`src/rtl/can_cfg_pkg.sv`:
```
package can_cfg_pkg;

    // Register offsets (byte addresses)
    localparam int unsigned OFF_CTRL = 32'h00;
    localparam int unsigned OFF_STAT = 32'h04;
    localparam int unsigned OFF_BTIM = 32'h0C;
    localparam int unsigned OFF_TXIO = 32'h1C;
    localparam int unsigned OFF_RXIO = 32'h20;

    // Control word bit positions
    localparam int unsigned CTRL_INIT_BIT = 0;
    localparam int unsigned CTRL_CCE_BIT  = 6;

    // Pin-control word bit positions
    localparam int unsigned IO_PIN_BIT  = 0;
    localparam int unsigned IO_OUT_BIT  = 1;
    localparam int unsigned IO_DIR_BIT  = 2;
    localparam int unsigned IO_FUNC_BIT = 3;
    localparam int unsigned IO_OD_BIT   = 16;

    // Number of pin-control registers
    localparam int unsigned NUM_IO = 2;

    typedef struct packed {
        logic od;
        logic func;
        logic dir;
        logic out;
    } io_fields_t;

endpackage

```
`src/rtl/can_mode_ctl.sv`:
```
module can_mode_ctl #(
    parameter int unsigned        DATA_W     = 32,
    parameter logic [DATA_W-1:0]  BTIM_RESET = 'h2301
) (
    input  logic              clk,
    input  logic              rst_n,
    input  logic              ctrl_we,
    input  logic              wr_init,
    input  logic              wr_cce,
    input  logic              btim_we,
    input  logic [DATA_W-1:0] btim_wdata,
    output logic              init_o,
    output logic              cce_o,
    output logic              init_exit_o,
    output logic [DATA_W-1:0] btim_o
);

    typedef struct packed {
        logic              init;
        logic              cce;
        logic [DATA_W-1:0] btim;
    } mode_st_t;

    mode_st_t st_d, st_q;

    always_comb begin
        st_d = st_q;
        if (ctrl_we) begin
            st_d.init = wr_init;
            st_d.cce  = wr_cce;
        end
        // bit timing is open only with both mode bits set
        if (btim_we && st_q.init && st_q.cce) begin
            st_d.btim = btim_wdata;
        end
    end

    always_ff @(posedge clk) begin
        if (!rst_n) begin
            st_q.init <= 1'b1;
            st_q.cce  <= 1'b0;
            st_q.btim <= BTIM_RESET;
        end else begin
            st_q <= st_d;
        end
    end

    assign init_o      = st_q.init;
    assign cce_o       = st_q.cce;
    assign btim_o      = st_q.btim;
    assign init_exit_o = ctrl_we && st_q.init && !wr_init;

    // a clearing write leaves initialisation on the next cycle
    assert_init_exit_R2: assert property (@(posedge clk) disable iff (!rst_n)
        init_exit_o |=> !init_o);

endmodule

```
`src/rtl/can_stat_reg.sv`:
```
module can_stat_reg #(
    parameter int unsigned STAT_W = 8
) (
    input  logic              clk,
    input  logic              rst_n,
    input  logic [STAT_W-1:0] set_i,
    input  logic              rd_clr_i,
    output logic [STAT_W-1:0] stat_o
);

    typedef struct packed {
        logic [STAT_W-1:0] bits;
    } stat_st_t;

    stat_st_t st_d, st_q;

    always_comb begin
        st_d = st_q;
        if (rd_clr_i) begin
            st_d.bits = '0;
        end
        // a set in the read cycle wins over the clear
        st_d.bits = st_d.bits | set_i;
    end

    always_ff @(posedge clk) begin
        if (!rst_n) begin
            st_q.bits <= '0;
        end else begin
            st_q <= st_d;
        end
    end

    assign stat_o = st_q.bits;

    assert_stat_clear_R7: assert property (@(posedge clk) disable iff (!rst_n)
        rd_clr_i |=> (stat_o == $past(set_i)));

    assert_stat_set_wins_R8: assert property (@(posedge clk) disable iff (!rst_n)
        (|set_i) |=> ((stat_o & $past(set_i)) == $past(set_i)));

endmodule

```
`src/rtl/can_io_ctl.sv`:
```
module can_io_ctl
    import can_cfg_pkg::*;
#(
    parameter int unsigned DATA_W    = 32,
    parameter bit          FORCE_OUT = 1'b1,
    parameter bit          FORCE_DIR = 1'b1
) (
    input  logic              clk,
    input  logic              rst_n,
    input  logic              we_i,
    input  io_fields_t        wr_i,
    input  logic              init_i,
    input  logic              init_exit_i,
    input  logic              pin_i,
    output logic [DATA_W-1:0] word_o
);

    localparam io_fields_t FORCED = '{od: 1'b0, func: 1'b1, dir: FORCE_DIR, out: FORCE_OUT};

    io_fields_t st_d, st_q;

    always_comb begin
        st_d = st_q;
        if (init_exit_i) begin
            st_d = FORCED;
        end else if (we_i && !init_i) begin
            st_d = wr_i;
        end
    end

    always_ff @(posedge clk) begin
        if (!rst_n) begin
            st_q <= FORCED;
        end else begin
            st_q <= st_d;
        end
    end

    always_comb begin
        word_o              = '0;
        word_o[IO_PIN_BIT]  = pin_i;
        word_o[IO_OUT_BIT]  = st_q.out;
        word_o[IO_DIR_BIT]  = st_q.dir;
        word_o[IO_FUNC_BIT] = st_q.func;
        word_o[IO_OD_BIT]   = st_q.od;
    end

    // R5 (transmit) / R6 (receive): forced fields after leaving initialisation
    assert_io_forced_R5_R6: assert property (@(posedge clk) disable iff (!rst_n)
        init_exit_i |=> (st_q == FORCED));

    assert_io_locked_R4: assert property (@(posedge clk) disable iff (!rst_n)
        (init_i && !init_exit_i) |=> $stable(st_q));

endmodule

```
`src/rtl/can_cfg_regbank.sv`:
```
module can_cfg_regbank
    import can_cfg_pkg::*;
#(
    parameter int unsigned        ADDR_W     = 8,
    parameter int unsigned        DATA_W     = 32,
    parameter int unsigned        STAT_W     = 8,
    parameter logic [DATA_W-1:0]  BTIM_RESET = 'h2301
) (
    input  logic              clk,
    input  logic              rst_n,
    input  logic [ADDR_W-1:0] bus_addr,
    input  logic              bus_wr,
    input  logic [DATA_W-1:0] bus_wdata,
    input  logic              bus_rd,
    output logic [DATA_W-1:0] bus_rdata,
    input  logic [STAT_W-1:0] stat_set,
    input  logic              tx_pin_lvl,
    input  logic              rx_pin_lvl,
    output logic              init_mode,
    output logic [DATA_W-1:0] bit_timing,
    output logic [DATA_W-1:0] tx_io_ctl,
    output logic [DATA_W-1:0] rx_io_ctl
);

    localparam int unsigned IO_TX = 0;
    localparam int unsigned IO_RX = 1;

    // address decode
    logic hit_ctrl, hit_stat, hit_btim, any_hit;
    logic [NUM_IO-1:0] hit_io;

    assign hit_ctrl     = (bus_addr == ADDR_W'(OFF_CTRL));
    assign hit_stat     = (bus_addr == ADDR_W'(OFF_STAT));
    assign hit_btim     = (bus_addr == ADDR_W'(OFF_BTIM));
    assign hit_io[IO_TX] = (bus_addr == ADDR_W'(OFF_TXIO));
    assign hit_io[IO_RX] = (bus_addr == ADDR_W'(OFF_RXIO));
    assign any_hit      = hit_ctrl | hit_stat | hit_btim | (|hit_io);

    // mode and bit timing
    logic init_q, cce_q, init_exit;

    can_mode_ctl #(
        .DATA_W    (DATA_W),
        .BTIM_RESET(BTIM_RESET)
    ) i_mode (
        .clk        (clk),
        .rst_n      (rst_n),
        .ctrl_we    (bus_wr && hit_ctrl),
        .wr_init    (bus_wdata[CTRL_INIT_BIT]),
        .wr_cce     (bus_wdata[CTRL_CCE_BIT]),
        .btim_we    (bus_wr && hit_btim),
        .btim_wdata (bus_wdata),
        .init_o     (init_q),
        .cce_o      (cce_q),
        .init_exit_o(init_exit),
        .btim_o     (bit_timing)
    );

    // status
    logic [STAT_W-1:0] stat_q;

    can_stat_reg #(
        .STAT_W(STAT_W)
    ) i_stat (
        .clk     (clk),
        .rst_n   (rst_n),
        .set_i   (stat_set),
        .rd_clr_i(bus_rd && hit_stat),
        .stat_o  (stat_q)
    );

    // pin-control registers
    io_fields_t        io_wr;
    logic [NUM_IO-1:0] io_pin;
    logic [DATA_W-1:0] io_word [NUM_IO];

    assign io_wr.od    = bus_wdata[IO_OD_BIT];
    assign io_wr.func  = bus_wdata[IO_FUNC_BIT];
    assign io_wr.dir   = bus_wdata[IO_DIR_BIT];
    assign io_wr.out   = bus_wdata[IO_OUT_BIT];
    assign io_pin[IO_TX] = tx_pin_lvl;
    assign io_pin[IO_RX] = rx_pin_lvl;

    for (genvar k = 0; k < NUM_IO; k++) begin : g_io
        localparam bit IS_TX = (k == IO_TX);
        can_io_ctl #(
            .DATA_W   (DATA_W),
            .FORCE_OUT(IS_TX),
            .FORCE_DIR(IS_TX)
        ) i_io (
            .clk        (clk),
            .rst_n      (rst_n),
            .we_i       (bus_wr && hit_io[k]),
            .wr_i       (io_wr),
            .init_i     (init_q),
            .init_exit_i(init_exit),
            .pin_i      (io_pin[k]),
            .word_o     (io_word[k])
        );
    end

    assign tx_io_ctl = io_word[IO_TX];
    assign rx_io_ctl = io_word[IO_RX];
    assign init_mode = init_q;

    // registered read path
    typedef struct packed {
        logic [DATA_W-1:0] rdata;
    } rd_st_t;

    rd_st_t rd_d, rd_q;
    logic [DATA_W-1:0] rd_mux;

    always_comb begin
        rd_mux = '0;
        if (hit_ctrl) begin
            rd_mux[CTRL_INIT_BIT] = init_q;
            rd_mux[CTRL_CCE_BIT]  = cce_q;
        end
        if (hit_stat)      rd_mux = DATA_W'(stat_q);
        if (hit_btim)      rd_mux = bit_timing;
        if (hit_io[IO_TX]) rd_mux = io_word[IO_TX];
        if (hit_io[IO_RX]) rd_mux = io_word[IO_RX];
    end

    always_comb begin
        rd_d = rd_q;
        if (bus_rd) begin
            rd_d.rdata = rd_mux;
        end
    end

    always_ff @(posedge clk) begin
        if (!rst_n) begin
            rd_q.rdata <= '0;
        end else begin
            rd_q <= rd_d;
        end
    end

    assign bus_rdata = rd_q.rdata;

    assert_unmapped_read_R9: assert property (@(posedge clk) disable iff (!rst_n)
        (bus_rd && !any_hit) |=> (bus_rdata == '0));

    assert_btim_gate_R3: assert property (@(posedge clk) disable iff (!rst_n)
        (bus_wr && hit_btim && !(init_mode && cce_q)) |=> $stable(bit_timing));

endmodule

```
`config.mk`:
```
export PLATFORM = sky130hd
export DESIGN_NAME = can_cfg_regbank
export DESIGN_NICKNAME = d
export VERILOG_FILES = /design/src/rtl/can_cfg_pkg.sv /design/src/rtl/can_mode_ctl.sv /design/src/rtl/can_stat_reg.sv /design/src/rtl/can_io_ctl.sv /design/src/rtl/can_cfg_regbank.sv
export SDC_FILE = /design/constraint.sdc
export NUM_CORES = 1
export LEC_CHECK = 0
export BUFFER_PORTS_ARGS = -buffer_cell sky130_fd_sc_hd__buf_2
export CAP_MARGIN = 25
export CORE_UTILIZATION = 48
export CTS_BUF_LIST = sky130_fd_sc_hd__clkbuf_4
export CTS_CLUSTER_SIZE = 16
export DETAILED_ROUTE_END_ITERATION = 16
export PLACE_DENSITY = 0.8
export SETUP_SLACK_MARGIN = 0.1
export SYNTH_ARGS = -nofsm -noshare
export SYNTH_HDL_FRONTEND = slang
export SYNTH_SLANG_ARGS = --single-unit
```
`constraint.sdc`:
```
create_clock -name clk -period 2.35 [get_ports clk]
set_input_delay 0.235 -clock clk [delete_from_list [all_inputs] [get_ports clk]]
set_output_delay 0.235 -clock clk [all_outputs]
set_load 0.05 [all_outputs]
```
==> results of run 1 <==
## per-layer routing
layer | global-route usage [%] | wire length [um] | up-vias
met5 | 0 | 0 | -
met4 | 10.0 | 188 | 0
met3 | 3.23 | 583 | 18
met2 | 36.8 | 4540 | 139
met1 | 28.3 | 3980 | 1573
li1 | - | - | 1659
## cell usage in the layout, fill, tap and decap left out, types with 2 or more instances in the layout
cell      synthesis  final
a21boi_0         24     24
a21boi_1          5      5
a21oi_1          35     35
a22o_1            2      2
a31oi_1           2      2
a32o_1            4      4
and3b_1           3      3
buf_2             7    128
buf_4            56      9
clkbuf_4          0      9
clkinv_1          0      2
clkinv_2          0      2
conb_1            1     54
dfxtp_1          82     82
inv_1             2      2
mux2_2            5      5
mux2i_1          12     12
nand2_1          77     77
nand2b_1          6      6
nand3_1           9      9
nand4_1           2      2
nor2_1           16     16
nor2b_1          51     51
nor3_1            3      3
nor4_1            2      2
o21ai_0          15     15
or2_2             2      2
or4_4             2      2
## stage by stage
step	hold WS (ns)	area (um2)	util, %	power [mW]
CTS	0.0142	4490	57.7	2.47
global route	0.0242	4490	57.7	2.56
detailed placement	0.455	4370	56.3	1.81
floorplan	0.359	4070	-	1.80
finish	0.0414	4490	57.7	2.45
global placement	0.446	4370	56.3	1.80
## report_power, final
part | switching (mW) | internal, mW | total [mW]
combinational | 0.296 | 0.0783 | 0.374
sequential | 0.00684 | 1.40 | 1.41
clock | 0.458 | 0.205 | 0.663
total | 0.760 | 1.69 | 2.45
## final cells by class
cell class / count / area (um2) / area share [%]
well taps: 102 / 128 / 2.85
inverters: 2 / 7.51 / 0.167
flip-flops and latches: 82 / 1640 / 36.6
repair buffers: 138 / 718 / 16.0
clock buffers: 9 / 67.6 / 1.51
clock inverters: 6 / 33.8 / 0.753
multi-input cells: 343 / 1890 / 42.1
## worst max-delay path by stage
stage	slack, ns	start	end
after detailed placement	0.42	bus_addr[7]	g_io[1].i_io.word_o[1]
final	0.72	i_mode.init_o	g_io[1].i_io.word_o[1]
after floorplan	0.49	bus_addr[7]	g_io[1].i_io.word_o[16]
after global routing	0.63	i_mode.init_o	g_io[1].i_io.word_o[2]
after global placement	0.45	bus_addr[7]	g_io[1].i_io.word_o[16]
after CTS	0.75	i_mode.init_o	g_io[1].i_io.word_o[2]
## what timing repair did
action / in CTS / in global routing
hold buffers: 1 / 0
hold endpoints to repair: 1 / 0
buffers inserted: 0 / 0
endpoints found under the setup margin: 0 / 0
## tightest hold or removal path: stages
cell,delay (ns)
buf_2,0.08
nand2_1,0.04
nand3_1,0.07
## flip-flops by register name (all words and copies together) (netlist names)
signal and flops:
bus_rdata 32, g_io.i_io.word_o 8, i_mode.btim_o 32, i_mode.cce_o 1
i_mode.init_o 1, i_stat.stat_o 8
## cell families (layout without fill, tap and decap cells)
kind of cell / count (synthesis) / after routing / synth area share, %
DFF: 82 / 82 / 42.4
muxes: 17 / 17 / 4.55
buffers and inverters: 86 / 155 / 14.4
AOI/OAI and AO/OA: 93 / 93 / 15.2
and+or+nand+nor: 179 / 179 / 23.4
other: 1 / 54 / 0.0968
==> flow_metrics.py, run 1 <==
metrics = {
    "die": {
        "io-pin-count": 183,
        "placementRows": 32,
        "die_height_um": 91.8,
        "initial_utilization_pct": 49.9,
        "die_area_um2": 8430,
        "core_area_um2": 7770,
        "fp.dieW_um": 91.8,
    },
    "clock_network": {
        "clk_pin_slew_ns": 0.12,
        "numCtsBuffers": 9,
        "clock_latency_ns": 0.41,
        "cts_resized": 0,
        "clock_sinks": 82,
        "root_buffer": "clkbuf_4",
        "clockBufferDepth": 2,
        "cts_max_level": 3,
        "cts_tree": "yes",
    },
    "yosys": {
        "syn_avg_cell_area_um2": 8.46,
        "synth_warnings": 0,
        "ys_seq_area_share_pct": 42.4,
        "synth_flop_cell": "dfxtp_1",
        "synth_edf_count": 0,
        "ys_ff_latch": 82,
        "synth_top_cell_area_share_pct": 42.4,
        "async_flop_share_pct": 0,
        "syn_area_um2": 3870,
        "yosysTopAreaCell": "dfxtp_1",
        "synth_most_common_cell": "dfxtp_1",
        "synthTopCellsByArea": "dfxtp_1 42%, buf_4 11%, nor2b_1 8.2%",
        "synth_cell_types": 40,
        "syn_inst": 458,
        "synth_common_cells": "82 x dfxtp_1, 77 x nand2_1, 56 x buf_4, 51 x nor2b_1, 35 x a21oi_1",
    },
    "setup_path": {
        "reg2reg_to": "g_io[1].i_io.word_o[1]",
        "worst_setup_path_end_kind": "register",
        "regToRegSetupSlack_ns": 0.72,
        "cp_num_cells": 4,
        "cp_max_fo": 7,
        "cp.required_ns": 2.64,
        "slowest_stage": "o41ai_1",
        "cp_num_buf_inv": 0,
        "crit_chain": "and3b_1 -> nand2_1 -> o41ai_1 -> nor2_1",
        "cp-start-kind": "register",
        "worstSetupPathType": "register to register",
        "arrival_ns": 1.92,
        "r2r-start": "i_mode.init_o",
        "r2r_cells": 4,
        "cpPeakStageDelay_ns": 0.59,
        "crit_family": "compound AO/OA/AOI/OAI gates",
    },
    "detailed_routing": {
        "avgViaCountPerCell": 4.97,
        "drc_errors": 0,
        "vias": 3389,
        "ant_nets": 0,
        "wirelength_mm": 9.29,
        "drt_iter0_drc": 151,
        "dr.pass1.iters": 5,
        "post_drt_wl_per_cell_um": 13.6,
    },
    "placed_design": {
        "numPortBuffers": 128,
        "place_hpwl_mm": 6.77,
        "finalWeightedCongestion": 0.842,
        "place_ws_ns": 0.416,
        "placed_cells": 666,
    },
    "timing": {
        "rsz0062_at_grt": "no",
        "setup_tns_ns": 0,
        "clock_skew_ns": 0.0129,
        "relSlewSlack_pct": 52.2,
        "setup_viol": 0,
        "period_share_pct": 69.5,
        "layout_setup_ws_ns": 0.716,
        "fmax_mhz": 612,
        "period_needed_ns": 1.63,
        "worst_slew_pin_slew_ns": 0.708,
        "hold_viol_final": 0,
        "final-max-slew-violation-count": 0,
    },
    "power_and_ir_drop": {
        "power_density_nw_per_um2": 545,
        "vdd_drop_max_v": 0.000272,
        "p_leak_nw": 2.05,
    },
    "global_routing": {
        "grt_pass1_vias": 3009,
        "grt_util_all_layers_pct": 22.1,
        "grt_remaining_overflow": 0,
        "grt_max_degree": 50,
        "antenna_found_initial": 0,
        "grt_pass1_wl_mm": 14.7,
    },
    "finish": {
        "fill_cells": 748,
        "antenna_cells": 0,
        "final_layout_size_suffix_gt1_share_pct": 27.8,
        "final_cells": 682,
        "areaGrowthSynthToFinish_pct": 15.8,
        "final_nets": 630,
    },
    "job": {
        "drv_cap": 0,
    },
    "min_path": {
        "whs_path_depth": 3,
        "whs_endpoint": "i_mode.btim_o[8]",
        "hold_start": "bus_wdata[8]",
        "holdCritPathClass": "input pin to register",
    },
    "outcome": {
        "outcome": "finished, final reports clean",
    },
}
Note: power is estimated with default switching activity, not from simulation.
==> inputs of run 2 (changes only) <==
- CORE_UTILIZATION: 48 -> 43
- PLACE_DENSITY: 0.8 -> 0.76
- clock period: 2.35 -> 1.4 ns (I/O delays scaled with it)
==> run 2 against run 1 <==
  * The flow now finishes with violations (negative setup slack)
  * Worst setup slack got worse by 0.72 ns
  * Routed wire length rose by 15%
  * Die area rose by 11%
  * Combinational power rose by 110%
  * Hold slack got worse by 0.0030 ns
  * Core utilization rose by 4.7 points
  * Clock skew rose by 0.010 ns
  * Count of clock-buffer cells in the layout rose by 1
  * Sequential share of layout area fell by 6.3 points
  * Clock power rose by 100%
  * Critical endpoint is now g_io[1].i_io.word_o[2]
  * Largest cell class unchanged
  * Highest routed layer unchanged
==> flow_metrics.py, run 2 (synthesis gave the netlist of run 1 again) <==
metrics = {
    "outcome": {
        "outcome": "finished, violations left",
        "violations": "negative setup slack",
    },
    "die": {
        "placementRows": 34,
        "fp.dieW_um": 96.9,
        "core_area_um2": 8720,
        "die_height_um": 96.9,
        "initial_utilization_pct": 44.4,
        "die_area_um2": 9390,
        "io-pin-count": 183,
    },
    "detailed_routing": {
        "wirelength_mm": 10.7,
        "drc_errors": 0,
        "dr.pass1.iters": 4,
        "vias": 3671,
        "post_drt_wl_per_cell_um": 14.3,
        "ant_nets": 0,
        "drt_iter0_drc": 150,
        "avgViaCountPerCell": 4.88,
    },
    "clock_network": {
        "root_buffer": "clkbuf_4",
        "cts_tree": "yes",
        "numCtsBuffers": 9,
        "clock_sinks": 82,
        "clock_latency_ns": 0.42,
        "cts_max_level": 3,
        "clk_pin_slew_ns": 0.13,
        "clockBufferDepth": 2,
    },
    "finish": {
        "post-route-util_pct": 62.5,
        "final_layout_size_suffix_gt1_share_pct": 37.2,
        "final_cell_mix": "125 x buf_2, 79 x dfxtp_1, 54 x conb_1",
        "fin_area_um2": 5450,
        "areaGrowthSynthToFinish_pct": 40.6,
        "final_nets": 695,
        "antenna_cells": 0,
        "final_common_cell": "buf_2",
    },
    "setup_path": {
        "cp-start-kind": "register",
        "slowest_stage": "or4_4",
        "cp.required_ns": 1.73,
        "regToRegSetupSlack_ns": -0.001,
        "worst_setup_path_end_kind": "register",
        "cp_max_fo": 4,
        "arrival_ns": 1.73,
        "worstSetupPathType": "register to register",
        "cpPeakStageDelay_ns": 0.56,
        "crit_chain": "nand2b_4 -> or4_4 -> mux2i_1 -> nor2_1",
        "r2r-start": "i_mode.init_o",
        "r2r_cells": 4,
        "reg2reg_to": "g_io[1].i_io.word_o[2]",
    },
    "global_routing": {
        "grt_remaining_overflow": 0,
        "grt_pass1_wl_mm": 16.6,
        "antenna_found_initial": 0,
        "grt_util_all_layers_pct": 21.9,
        "grt_pass1_vias": 3444,
        "grt_max_degree": 34,
    },
    "timing": {
        "setup_viol": 1,
        "fmax_mhz": 714,
        "fin_hold_ws_ns": 0.0384,
        "rsz0062_at_grt": "yes",
        "period_needed_ns": 1.40,
        "final-max-slew-violation-count": 0,
        "layout_setup_ws_ns": -0.00144,
        "hold_viol_final": 0,
        "clock_skew_ns": 0.0229,
        "period_share_pct": 100,
    },
    "placed_design": {
        "place_hpwl_mm": 6.95,
        "place_ws_ns": -0.299,
        "place_area_um2": 4570,
        "finalWeightedCongestion": 0.888,
        "numPortBuffers": 128,
    },
    "power_and_ir_drop": {
        "total_power_mw": 4.48,
        "p_leak_nw": 2.50,
        "vdd_drop_max_v": 0.000484,
        "power_density_nw_per_um2": 822,
    },
    "min_path": {
        "whs_endpoint": "i_stat.stat_o[5]",
        "hold_start": "stat_set[5]",
        "whs_path_depth": 3,
        "holdCritPathClass": "input pin to register",
    },
    "job": {
        "drv_cap": 0,
    },
}
run 2: cell count changes in the layout (fill, tap and decap cells not counted), sizes merged:
cell,change
bufinv,+1
buf,+23
clkbuf,+5
clkinv,-2
dlygate4sd3,+38
run 2: how the worst max path moves through the flow:
stage	start	endpoint	slack, ns	cells after the start
floorplan	bus_addr[7]	g_io[1].i_io.word_o[16]	-0.25	6
global placement	bus_addr[6]	g_io[1].i_io.word_o[16]	-0.26	5
detailed placement	bus_addr[6]	g_io[1].i_io.word_o[2]	-0.30	5
CTS	i_mode.init_o	g_io[1].i_io.word_o[2]	-0.008	4
global route	i_mode.init_o	g_io[1].i_io.word_o[2]	-0.05	4
finish	i_mode.init_o	g_io[1].i_io.word_o[2]	-0.001	4
run 2: repair_timing:
| action | in CTS | in global routing |
|---|---|---|
| hold endpoints to repair | 45 | 0 |
| gates resized for setup | 52 | 40 |
| pin swaps | 25 | 6 |
| hold buffers | 39 | 0 |
| cloned | 1 | 3 |
| buffers inserted | 3 | 2 |
| endpoints found under the setup margin | 41 | 47 |
run 2: layout make-up:
| class | count | area, um2 |
|---|---|---|
| sequential | 82 | 1650 |
| timing repair buffer | 203 | 1420 |
| clock buffer | 10 | 75.1 |
| clock inverter | 5 | 55.1 |
| multi-input combinational | 343 | 2110 |
| inverter | 2 | 7.51 |
| fill | 741 | 3270 |
| tap | 108 | 135 |
run 2: report_power, final:
group	leakage (nW)	total [mW]	internal (mW)	switching [mW]
clock	0.0703	1.34	0.553	0.784
combinational	1.76	0.778	0.237	0.541
sequential	0.664	2.36	2.35	0.0110
total	2.50	4.48	3.14	1.34
run 2: worst max-delay path, delay by kind of cell (launching register included):
family,cells,cell delay [ns]
flops,1,0.37
mux,1,0.19
simple gates,3,0.76
run 2: routing by layer:
| metal | global-route usage [%] | part of all wire (%) | wire (um) |
|---|---|---|---|
| met5 | 0 | 0 | 0 |
| met4 | 8.04 | 0.84 | 90 |
| met3 | 5.56 | 6.3 | 681 |
| met2 | 39.7 | 52 | 5560 |
| met1 | 24.7 | 41 | 4400 |
run 2: metrics by stage:
step	instances	setup TNS, ns
after floorplan	511	-6.70
after global placement	692	-11.11
after detailed placement	692	-12.81
after CTS	750	-0.0293
after global routing	753	-0.481
final	753	-0.00144
==> inputs of run 3 (changes only) <==
- ABC_AREA: unset -> 1
==> run 3 against run 2 <==
  * The run now ends clean
  * First-iteration DRC count is 6.7% higher
  * Maximum frequency is 14% higher
  * Design area is 11% lower
  * Cell count is 2.3% higher
  * Combinational power is 12% lower
  * Largest cell class unchanged
  * Highest routed layer unchanged
==> flow_metrics.py, run 3 <==
metrics = {
    "outcome": {
        "outcome": "finished, final reports clean",
    },
    "die": {
        "io-pin-count": 183,
        "die_height_um": 96.4,
        "fp.dieW_um": 96.4,
        "core_area_um2": 8680,
        "die_area_um2": 9290,
        "placementRows": 34,
        "initial_utilization_pct": 44.2,
    },
    "setup_path": {
        "crit_family": "flip-flops",
        "cp_num_cells": 1,
        "crit_chain": "buf_2",
        "cp_max_fo": 3,
        "cp_num_buf_inv": 1,
        "worstSetupPathType": "register to primary output",
        "cp-start-kind": "register",
        "r2r-start": "i_mode.init_o",
        "r2r_cells": 6,
        "critPathLaunch": "i_mode.btim_o[1]",
        "slowest_stage": "dfxtp_1",
        "worst_setup_path_end_kind": "primary output",
        "cp.required_ns": 1.26,
        "arrival_ns": 1.09,
        "cpPeakStageDelay_ns": 0.40,
    },
    "detailed_routing": {
        "dr.pass1.iters": 4,
        "ant_nets": 0,
        "wirelength_mm": 9.58,
        "drt_iter0_drc": 160,
        "post_drt_wl_per_cell_um": 12.4,
        "drc_errors": 0,
        "avgViaCountPerCell": 4.64,
        "vias": 3572,
    },
    "job": {
        "drv_cap": 0,
    },
    "finish": {
        "final_layout_size_suffix_gt1_share_pct": 33.4,
        "final_common_cell": "buf_2",
        "multi_input_area_um2": 1670,
        "fill_cells": 806,
        "fin_area_um2": 4860,
        "antenna_cells": 0,
        "final_nets": 711,
        "regArea_um2": 1640,
        "areaGrowthSynthToFinish_pct": 26.9,
        "final_cell_mix": "123 x buf_2, 85 x nand2_1, 81 x dfxtp_1",
    },
    "clock_network": {
        "cts_tree": "yes",
        "clock_sinks": 82,
        "cts_setup_buffers": 0,
        "cts_max_level": 3,
        "clk_pin_slew_ns": 0.13,
        "clock_latency_ns": 0.39,
        "clockBufferDepth": 2,
        "numCtsBuffers": 9,
        "root_buffer": "clkbuf_4",
    },
    "timing": {
        "layout_setup_ws_ns": 0.170,
        "fmax_mhz": 813,
        "period_needed_ns": 1.23,
        "period_share_pct": 87.8,
        "fin_hold_ws_ns": 0.0199,
        "clock_skew_ns": 0.0136,
        "rsz0062_at_grt": "yes",
        "hold_viol_final": 0,
        "final-max-slew-violation-count": 0,
        "setup_tns_ns": 0,
        "setup_viol": 0,
    },
    "power_and_ir_drop": {
        "power_density_nw_per_um2": 860,
        "p_leak_nw": 2.33,
        "vdd_drop_max_v": 0.000512,
        "total_power_mw": 4.18,
    },
    "yosys": {
        "synth_common_cells": "85 x nand2_1, 82 x dfxtp_1, 58 x a21oi_1, 56 x buf_4, 44 x inv_1",
        "syn_inst": 493,
        "synth_most_common_cell": "nand2_1",
        "synth_cell_types": 26,
        "syn_avg_cell_area_um2": 7.77,
        "synthTopCellsByArea": "dfxtp_1 43%, buf_4 11%, nand2_1 8.3%",
        "synth_edf_count": 0,
        "ys_seq_area_share_pct": 42.8,
        "syn_area_um2": 3830,
        "yosysTopAreaCell": "dfxtp_1",
        "async_flop_share_pct": 0,
        "synth_flop_cell": "dfxtp_1",
        "synth_warnings": 0,
        "ys_ff_latch": 82,
        "synth_top_cell_area_share_pct": 42.8,
    },
    "global_routing": {
        "grt_remaining_overflow": 0,
        "grt_pass1_wl_mm": 14.5,
        "grt_max_degree": 28,
        "grt_pass1_vias": 3182,
        "grt_util_all_layers_pct": 20.5,
        "antenna_found_initial": 0,
    },
    "placed_design": {
        "place_hpwl_mm": 7.15,
        "place_ws_ns": 0.00539,
        "finalWeightedCongestion": 0.864,
        "place_area_um2": 4440,
        "numPortBuffers": 128,
    },
    "min_path": {
        "hold_start": "bus_wdata[31]",
        "holdCritPathClass": "input pin to register",
        "whs_path_depth": 3,
    },
}
run 3: power breakdown:
part	internal (mW)	switching [mW]	total [mW]
logic	0.171	0.515	0.685
clock network	0.373	0.763	1.14
registers	2.35	0.0111	2.36
total	2.90	1.29	4.18
run 3: worst paths after layout:
check | end | slack, ns
min reg2reg | bus_rdata[9] | 0.47
max reg2reg | i_mode.btim_o[3] | 0.21
max | bit_timing[1] | 0.17
min | i_mode.btim_o[31] | 0.02
run 3: through the flow:
stage / std cells / utilization [%]
after floorplan: 546 / -
after global placement: 725 / 51.1
after detailed placement: 725 / 51.1
after CTS: 769 / 55.6
after global routing: 770 / 56.0
final: 770 / 56.0
run 3: layout make-up:
cell class	instances	area share [%]
clock buffers	10	1.54
well taps	108	2.78
flip-flops and latches	82	33.8
clock inverters	6	0.643
multi-input cells	337	34.2
repair buffers	176	23.1
inverters	51	3.94
run 3: logic make-up (layout without fill, tap and decap cells):
family / Yosys count / count (layout) / synth area share [%]
flops: 82 / 82 / 42.8
compound gates: 121 / 121 / 18.1
simple gates: 162 / 162 / 19.9
buf+inv: 127 / 243 / 19.1
other cells: 1 / 54 / 0.0978
run 3: routing by layer:
layer | track usage [%] | routed length [um] | vias to the layer above
li1 | - | - | 1799
met1 | 25.0 | 3940 | 1608
met2 | 34.5 | 4730 | 150
met3 | 5.01 | 707 | 15
met4 | 8.46 | 208 | 0
met5 | 0 | 0 | -
run 3: what timing repair did:
action                                  4_1_cts  5_1_grt
hold buffers                                 28        1
gates resized for setup                       0       10
endpoints found under the setup margin        1       33
endpoints found under the hold margin        33        1
cloned                                        0        0
